$ cat src/rtl/tmr_pkg.sv
// Package: shared widths, register addresses and control field positions
// for the prescaled timer. Assumes the count is exactly two bus bytes wide.
package tmr_pkg;

    localparam int BUS_W   = 8;
    localparam int CNT_W   = 2 * BUS_W;
    localparam int SEL_W   = 3;
    localparam int ADDR_W  = 2;

    localparam int CTRL_STOP_BIT = 7;
    localparam int CTRL_CLR_BIT  = 6;

    typedef enum logic [ADDR_W-1:0] {
        ADR_CTRL   = 2'd0,
        ADR_CNT_HI = 2'd1,
        ADR_CNT_LO = 2'd2,
        ADR_SPARE  = 2'd3
    } reg_addr_e;

endpackage

$ cat src/rtl/tmr_ext_sync.sv
// Module: tmr_ext_sync
// Brings an asynchronous external clock into the bus clock domain through a
// flop chain, then emits a one-cycle pulse for each rising edge it sees.
// Assumes the external clock runs below half the bus clock, so no edge is lost.
module tmr_ext_sync #(
    parameter int STAGES = 2
) (
    input  logic clk,
    input  logic rst_n,
    input  logic ext_in,
    output logic rise_pulse
);

    logic [STAGES-1:0] sync_q;
    logic              last_q;

    // Shift the pin through the synchronizer and keep the previous stable level.
    always_ff @(posedge clk) begin
        if (!rst_n) begin
            sync_q <= '0;
            last_q <= 1'b0;
        end else begin
            sync_q <= {sync_q[STAGES-2:0], ext_in};
            last_q <= sync_q[STAGES-1];
        end
    end

    // A rising edge is a stable high that was low one cycle before.
    always_comb begin
        rise_pulse = sync_q[STAGES-1] & ~last_q;
    end

    // an edge pulse lasts exactly one cycle.
    assert_single_pulse_R5: assert property (@(posedge clk) disable iff (!rst_n)
        rise_pulse |=> !rise_pulse);

endmodule

$ cat src/rtl/tmr_prescaler.sv
// Module: tmr_prescaler
// Free-running divider of the bus clock. It selects one of 2^SEL_W-1
// power-of-two tick rates or an external edge pulse as the count enable.
// Assumes clr has priority over run, and that run gates every source.
module tmr_prescaler #(
    parameter int SEL_W = 3
) (
    input  logic             clk,
    input  logic             rst_n,
    input  logic             run,
    input  logic             clr,
    input  logic [SEL_W-1:0] sel,
    input  logic             ext_pulse,
    output logic             tick
);

    localparam int NSRC  = 1 << SEL_W;
    localparam int NDIV  = NSRC - 1;
    localparam int PRE_W = NDIV - 1;

    logic [PRE_W-1:0] pre_q;
    logic [NSRC-1:0]  src;

    // Advance the divider while running; clear or reset returns it to zero.
    always_ff @(posedge clk) begin
        if (!rst_n || clr) begin
            pre_q <= '0;
        end else if (run) begin
            pre_q <= pre_q + 1'b1;
        end
    end

    // Tap k fires once every 2^k cycles, when the low k divider bits are all ones.
    generate
        for (genvar g = 0; g < NDIV; g++) begin : g_tap
            if (g == 0) begin : g_div1
                assign src[g] = 1'b1;
            end else begin : g_divn
                assign src[g] = &pre_q[g-1:0];
            end
        end
    endgenerate
    assign src[NSRC-1] = ext_pulse;

    // Pick the selected source and gate it with run.
    always_comb begin
        tick = run & src[sel];
    end

    // a stopped divider keeps its phase.
    assert_pre_hold_R9: assert property (@(posedge clk) disable iff (!rst_n)
        (!run && !clr) |=> $stable(pre_q));

endmodule

$ cat src/rtl/tmr_counter.sv
// Module: tmr_counter
// Up-counter that adds one on each enable and wraps naturally at its width.
// Assumes clr takes priority over inc.
module tmr_counter #(
    parameter int W = 16
) (
    input  logic         clk,
    input  logic         rst_n,
    input  logic         clr,
    input  logic         inc,
    output logic [W-1:0] value
);

    // Hold, increment, or return to zero.
    always_ff @(posedge clk) begin
        if (!rst_n || clr) begin
            value <= '0;
        end else if (inc) begin
            value <= value + 1'b1;
        end
    end

    // the count moves by zero or one per cycle, and wraps modulo 2^W.
    assert_unit_step_R11: assert property (@(posedge clk) disable iff (!rst_n)
        !clr |=> (value == $past(value)) || (value == $past(value) + 1'b1));

endmodule

$ cat src/rtl/tmr_bus_regs.sv
// Module: tmr_bus_regs
// Register file. It holds the control register (stop, self-clearing clear,
// source select) and the low-byte snapshot used for coherent 16-bit reads.
// Assumes one-cycle strobes and combinational read data in the strobe cycle.
module tmr_bus_regs
    import tmr_pkg::*;
#(
    parameter int BW = 8,
    parameter int CW = 16,
    parameter int SW = 3
) (
    input  logic          clk,
    input  logic          rst_n,
    input  logic [1:0]    addr,
    input  logic          rd,
    input  logic          wr,
    input  logic [BW-1:0] wdata,
    input  logic [CW-1:0] count,
    output logic [BW-1:0] rdata,
    output logic          stop,
    output logic          clr_req,
    output logic [SW-1:0] sel
);

    logic          hi_rd, lo_rd, ctrl_wr;
    logic          held_q;
    logic [BW-1:0] snap_q;

    // Decode the strobes.
    always_comb begin
        hi_rd   = rd && (addr == ADR_CNT_HI);
        lo_rd   = rd && (addr == ADR_CNT_LO);
        ctrl_wr = wr && (addr == ADR_CTRL);
    end

    // Control register. The clear request lasts one cycle unless it is written again.
    always_ff @(posedge clk) begin
        if (!rst_n) begin
            stop    <= 1'b0;
            clr_req <= 1'b0;
            sel     <= '0;
        end else begin
            clr_req <= 1'b0;
            if (ctrl_wr) begin
                stop    <= wdata[CTRL_STOP_BIT];
                clr_req <= wdata[CTRL_CLR_BIT];
                sel     <= wdata[SW-1:0];
            end
        end
    end

    // Snapshot: the first high read captures the low byte; a low read releases it.
    always_ff @(posedge clk) begin
        if (!rst_n) begin
            held_q <= 1'b0;
            snap_q <= '0;
        end else if (hi_rd && !held_q) begin
            held_q <= 1'b1;
            snap_q <= count[BW-1:0];
        end else if (lo_rd) begin
            held_q <= 1'b0;
        end
    end

    // Read mux. The clear bit is never returned.
    always_comb begin
        rdata = '0;
        if (rd) begin
            unique case (addr)
                ADR_CTRL: begin
                    rdata                = '0;
                    rdata[CTRL_STOP_BIT] = stop;
                    rdata[SW-1:0]        = sel;
                end
                ADR_CNT_HI: rdata = count[CW-1:BW];
                ADR_CNT_LO: rdata = held_q ? snap_q : count[BW-1:0];
                default:    rdata = '0;
            endcase
        end
    end

    // the stored byte stays frozen until the low byte is read.
    assert_snap_frozen_R7: assert property (@(posedge clk) disable iff (!rst_n)
        (held_q && !lo_rd) |=> (held_q && $stable(snap_q)));

    // the clear bit always reads as zero.
    assert_clr_reads_zero_R2: assert property (@(posedge clk) disable iff (!rst_n)
        (rd && addr == ADR_CTRL) |-> !rdata[CTRL_CLR_BIT]);

endmodule

$ cat src/rtl/prescaled_timer.sv
// Module: prescaled_timer (top)
// 16-bit timer counter with a selectable prescaler or an external count clock,
// controlled and read over an 8-bit register bus.
// Assumes a single bus clock domain; ext_clk is asynchronous and slower than clk/2.
module prescaled_timer
    import tmr_pkg::*;
(
    input  logic             clk,
    input  logic             rst_n,
    input  logic [1:0]       bus_addr,
    input  logic             bus_rd,
    input  logic             bus_wr,
    input  logic [BUS_W-1:0] bus_wdata,
    output logic [BUS_W-1:0] bus_rdata,
    input  logic             ext_clk
);

    localparam int SYNC_STAGES = 2;

    logic             stop, clr_req, ext_pulse, tick, run;
    logic [SEL_W-1:0] sel;
    logic [CNT_W-1:0] count;

    // Counting is allowed whenever the stop bit is clear.
    always_comb begin
        run = ~stop;
    end

    tmr_bus_regs #(.BW(BUS_W), .CW(CNT_W), .SW(SEL_W)) u_regs (
        .clk     (clk),
        .rst_n   (rst_n),
        .addr    (bus_addr),
        .rd      (bus_rd),
        .wr      (bus_wr),
        .wdata   (bus_wdata),
        .count   (count),
        .rdata   (bus_rdata),
        .stop    (stop),
        .clr_req (clr_req),
        .sel     (sel)
    );

    tmr_ext_sync #(.STAGES(SYNC_STAGES)) u_sync (
        .clk        (clk),
        .rst_n      (rst_n),
        .ext_in     (ext_clk),
        .rise_pulse (ext_pulse)
    );

    tmr_prescaler #(.SEL_W(SEL_W)) u_pre (
        .clk       (clk),
        .rst_n     (rst_n),
        .run       (run),
        .clr       (clr_req),
        .sel       (sel),
        .ext_pulse (ext_pulse),
        .tick      (tick)
    );

    tmr_counter #(.W(CNT_W)) u_cnt (
        .clk   (clk),
        .rst_n (rst_n),
        .clr   (clr_req),
        .inc   (tick),
        .value (count)
    );

    // a pending clear always yields a zero count on the next edge.
    assert_clear_zero_R1: assert property (@(posedge clk) disable iff (!rst_n)
        clr_req |=> (count == '0));

    // a stopped timer with no clear keeps its count.
    assert_stop_hold_R9: assert property (@(posedge clk) disable iff (!rst_n)
        (stop && !clr_req) |=> $stable(count));

    // stop and clear in one write park the count at zero.
    assert_park_zero_R3: assert property (@(posedge clk) disable iff (!rst_n)
        (stop && count == '0 && !bus_wr) |=> (count == '0));

endmodule

$ cat config.mk
export PLATFORM = sky130hd
export DESIGN_NAME = prescaled_timer
export DESIGN_NICKNAME = d
export VERILOG_FILES = /design/src/rtl/tmr_pkg.sv /design/src/rtl/tmr_ext_sync.sv /design/src/rtl/tmr_prescaler.sv /design/src/rtl/tmr_counter.sv /design/src/rtl/tmr_bus_regs.sv /design/src/rtl/prescaled_timer.sv
export SDC_FILE = /design/constraint.sdc
export NUM_CORES = 1
export LEC_CHECK = 0
export BUFFER_PORTS_ARGS = -buffer_cell sky130_fd_sc_hd__buf_4
export CAP_MARGIN = 20
export CELL_PAD_IN_SITES_DETAIL_PLACEMENT = 0
export CELL_PAD_IN_SITES_GLOBAL_PLACEMENT = 1
export CORE_MARGIN = 1.5
export CORE_UTILIZATION = 40
export CTS_BUF_LIST = sky130_fd_sc_hd__clkbuf_8
export DETAILED_ROUTE_END_ITERATION = 12
export PLACE_DENSITY_LB_ADDON = 0.1
export RECOVER_POWER = 25
export SYNTH_ARGS = -nofsm -noshare
export SYNTH_HDL_FRONTEND = slang
export SYNTH_SLANG_ARGS = --single-unit
$ cat constraint.sdc
create_clock -name clk -period 5 [get_ports clk]
set_clock_uncertainty 0.1 [all_clocks]
set_input_delay 1.5 -clock clk [delete_from_list [all_inputs] [get_ports clk]]
set_output_delay 1.5 -clock clk [all_outputs]
set_load 0.02 [all_outputs]
==> reports/metrics.cfg <==
[die]
start_util_pct = 41.5
rows = 25
die_h_um = 73.0
core_region_area_um2 = 4720
pin_count = 23
fp.dieW_um = 73.0
die_area_um2 = 5330

[drt]
detail-route-antenna-nets = 0
drc = 0
routed-via-count = 1570
firstDrtPassIters = 7
wl_per_cell_um = 13.4
viasPerCell = 5.15
drt-initial-drc-count = 64
finalWirelength_um = 4080

[clocking]
cts_resized = 0
root_buffer = clkbuf_8
cts_sinks = 39
cts_buffers = 5
path_clk_slew_ns = 0.07
insertion_delay_ns = 0.28
h-tree-depth = 2
cts_buffer_depth = 2
tritoncts = done
postCtsHoldBufs = 0
cts_setup_buffers = 0

[yosys]
async_flop_share_pct = 0
synth_edf_count = 0
ys_types = 37
yosys_warnings = 0
syn_area_per_cell_um2 = 8.71
ys.flop_type = dfxtp_1
syn_inst = 225
syn-num-nets = 244
synth_area_um2 = 1960
synth-seq-cells = 39
ys_seq_area_share_pct = 39.8

[min_path]
hold_end = u_sync.sync_q[1]$_SDFF_PN0_
hold_class = register to register
hold_depth = 1
hp-start = u_sync.sync_q[0]$_SDFF_PN0_

[setup_path]
reg2reg_from = u_pre.pre_q[0]$_SDFFE_PP0N_
rr_worst_depth = 9
crit_arrival_ns = 2.50
start_kind = input port
cpPeakStageDelay_ns = 0.28
r2r_end = u_cnt.value[8]$_SDFFE_PP0P_
crit_required_ns = 3.40
slowest_stage = clkbuf_1
criticalPathCategory = input port to primary output
critical_path.max_fanout = 9
cp_cell_sequence = clkbuf_1, nand2b_1, o22ai_1, and2_1, buf_4
r2r_slack_ns = 2.46
crit_path_end_kind = primary output

[power_and_ir_drop]
p_leak_uw = 0.000753
p_switching_uw = 142
clkPwrFrac_pct = 32.9
p_int_uw = 437
seq_power_share_pct = 57.5
p_per_area_nw_per_um2 = 265
ir_drop_uv = 146
total_power_uw = 579
p_comb_share_pct = 9.6
power_switching_share_pct = 24.5

[grt]
grt-ovfl-total = 0
grt.total_usage_pct = 17.0
grt_pass1_vias = 1490
grt_pass1_wl_um = 6970
grt_max_degree = 23
antenna_found_initial = 0

[sta]
holdWs_ns = 0.335
tns_ns = 0
setup_viol = 0
final_hold_viol_count = 0
rsz0062_at_grt = false
fin_ws_ns = 0.904
fin_crit_sh_pct = 81.9
slew_headroom_pct = 34.4
clock.fmax_ghz = 0.244
worst_pin_slew_ns = 0.981
fin_crit_ns = 4.10
slew_violations = 0

[final_layout]
antenna_cells = 0
mostFrequentLayoutCells = 39 x dfxtp_1, 24 x nand2_1, 20 x mux2i_1
post_layout_nonfiller_instances = 305
syn2layout_area_growth_pct = 11.6
nNetsFinal = 258
final_common_cell = dfxtp_1
drive_gt1_share_pct = 11.3

[place]
dp.cells = 299
gp_congestion = 0.784
preCtsSetupSlack_ns = 1.04
dp_hpwl_um = 3030
port_buffers = 19

[flow_run]
drv_cap = 0

[outcome]
status = complete, no violations

## power groups by stage
stage | registers, µW | clock network [µW] | logic [µW]
after floorplan | 334 | 0 | 45.9
after global placement | 340 | 0 | 57.3
after detailed placement | 340 | 0 | 57.7
after CTS | 333 | 201 | 57.8
after global routing | 334 | 213 | 63.6
final | 333 | 190 | 55.8
## sequential cells by signal, summed over array words and instances (netlist names)
register and cells:
u_regs.snap_q 8, u_pre.pre_q 6, u_regs.held_q 1, u_sync.sync_q 2
u_sync.last_q 1, u_regs.sel 3, u_regs.clr_req 1, u_cnt.value 16
u_regs.stop 1
## layer usage
metal | track usage [%] | vias up | wire length [µm]
li1 | - | 820 | -
met1 | 23.5 | 707 | 2030
met2 | 26.6 | 39 | 1840
met3 | 3.73 | 4 | 167
met4 | 4.82 | 0 | 46
met5 | 0 | - | 0
## critical path, delay by kind of cell
| family | cells | cell delay [ns] |
|---|---|---|
| AOI/OAI and AO/OA | 1 | 0.24 |
| buffers and inverters | 2 | 0.41 |
| and+or+nand+nor | 2 | 0.34 |
## area by class of cell
| type | count | area [µm²] |
|---|---|---|
| Multi-Input combinational cell | 169 | 1090 |
| Clock inverter | 1 | 3.75 |
| Timing Repair Buffer | 19 | 135 |
| Clock buffer | 5 | 68.8 |
| Fill cell | 504 | 2540 |
| Tap cell | 67 | 83.8 |
| Sequential cell | 39 | 781 |
| Inverter | 5 | 18.8 |
## synthesized netlist by cell type (2+ instances only)
library cell	count	area [µm²]
nor2_1	15	56.3
inv_1	5	18.8
nand4_1	6	37.5
nor2b_1	9	56.3
nand2b_1	3	18.8
nand2_1	24	90.1
nand3_1	8	40.0
nand3b_1	2	15.0
buf_6	2	22.5
o31ai_1	4	30.0
a21oi_1	13	65.1
or3_1	6	37.5
a21boi_0	9	67.6
xor2_1	4	35.0
or4_1	4	30.0
and3_1	2	12.5
and2_1	7	43.8
dfxtp_1	39	781
o21ai_0	10	50.1
and3b_1	2	17.5
o22ai_1	4	25.0
clkbuf_1	10	37.5
mux2i_1	20	200
ha_1	4	50.1
## through the flow
step / utilization, % / area (µm²)
after floorplan: - / 1960
after global placement: 45.0 / 2130
after detailed placement: 45.0 / 2130
after CTS: 46.5 / 2200
after global routing: 46.3 / 2190
final: 46.3 / 2190
## how the worst max path moves through the flow
stage,from,to,slack [ns],cells after the start
2_1_floorplan,bus_addr[0],bus_rdata[3],0.96,3
3_3_place_gp,bus_addr[0],bus_rdata[1],1.04,5
3_5_place_dp,bus_addr[0],bus_rdata[2],1.04,5
4_1_cts,bus_addr[0],bus_rdata[2],1.04,5
5_1_grt,bus_addr[1],bus_rdata[0],0.80,5
6_report,bus_addr[1],bus_rdata[1],0.90,5
## kinds of logic (layout without fill, tap and decap cells)
group / after synthesis / after routing / synth area share (%)
AO/OA/AOI/OAI: 45 / 45 / 14.6
XOR/XNOR: 5 / 5 / 2.23
adder cells (fa/ha/maj): 4 / 4 / 2.55
buffers and inverters: 17 / 30 / 4.02
flip-flops: 39 / 39 / 39.8
multiplexers: 20 / 20 / 10.2
AND/OR/NAND/NOR: 95 / 95 / 26.6
No activity file was read; power rests on OpenSTA's default activity.
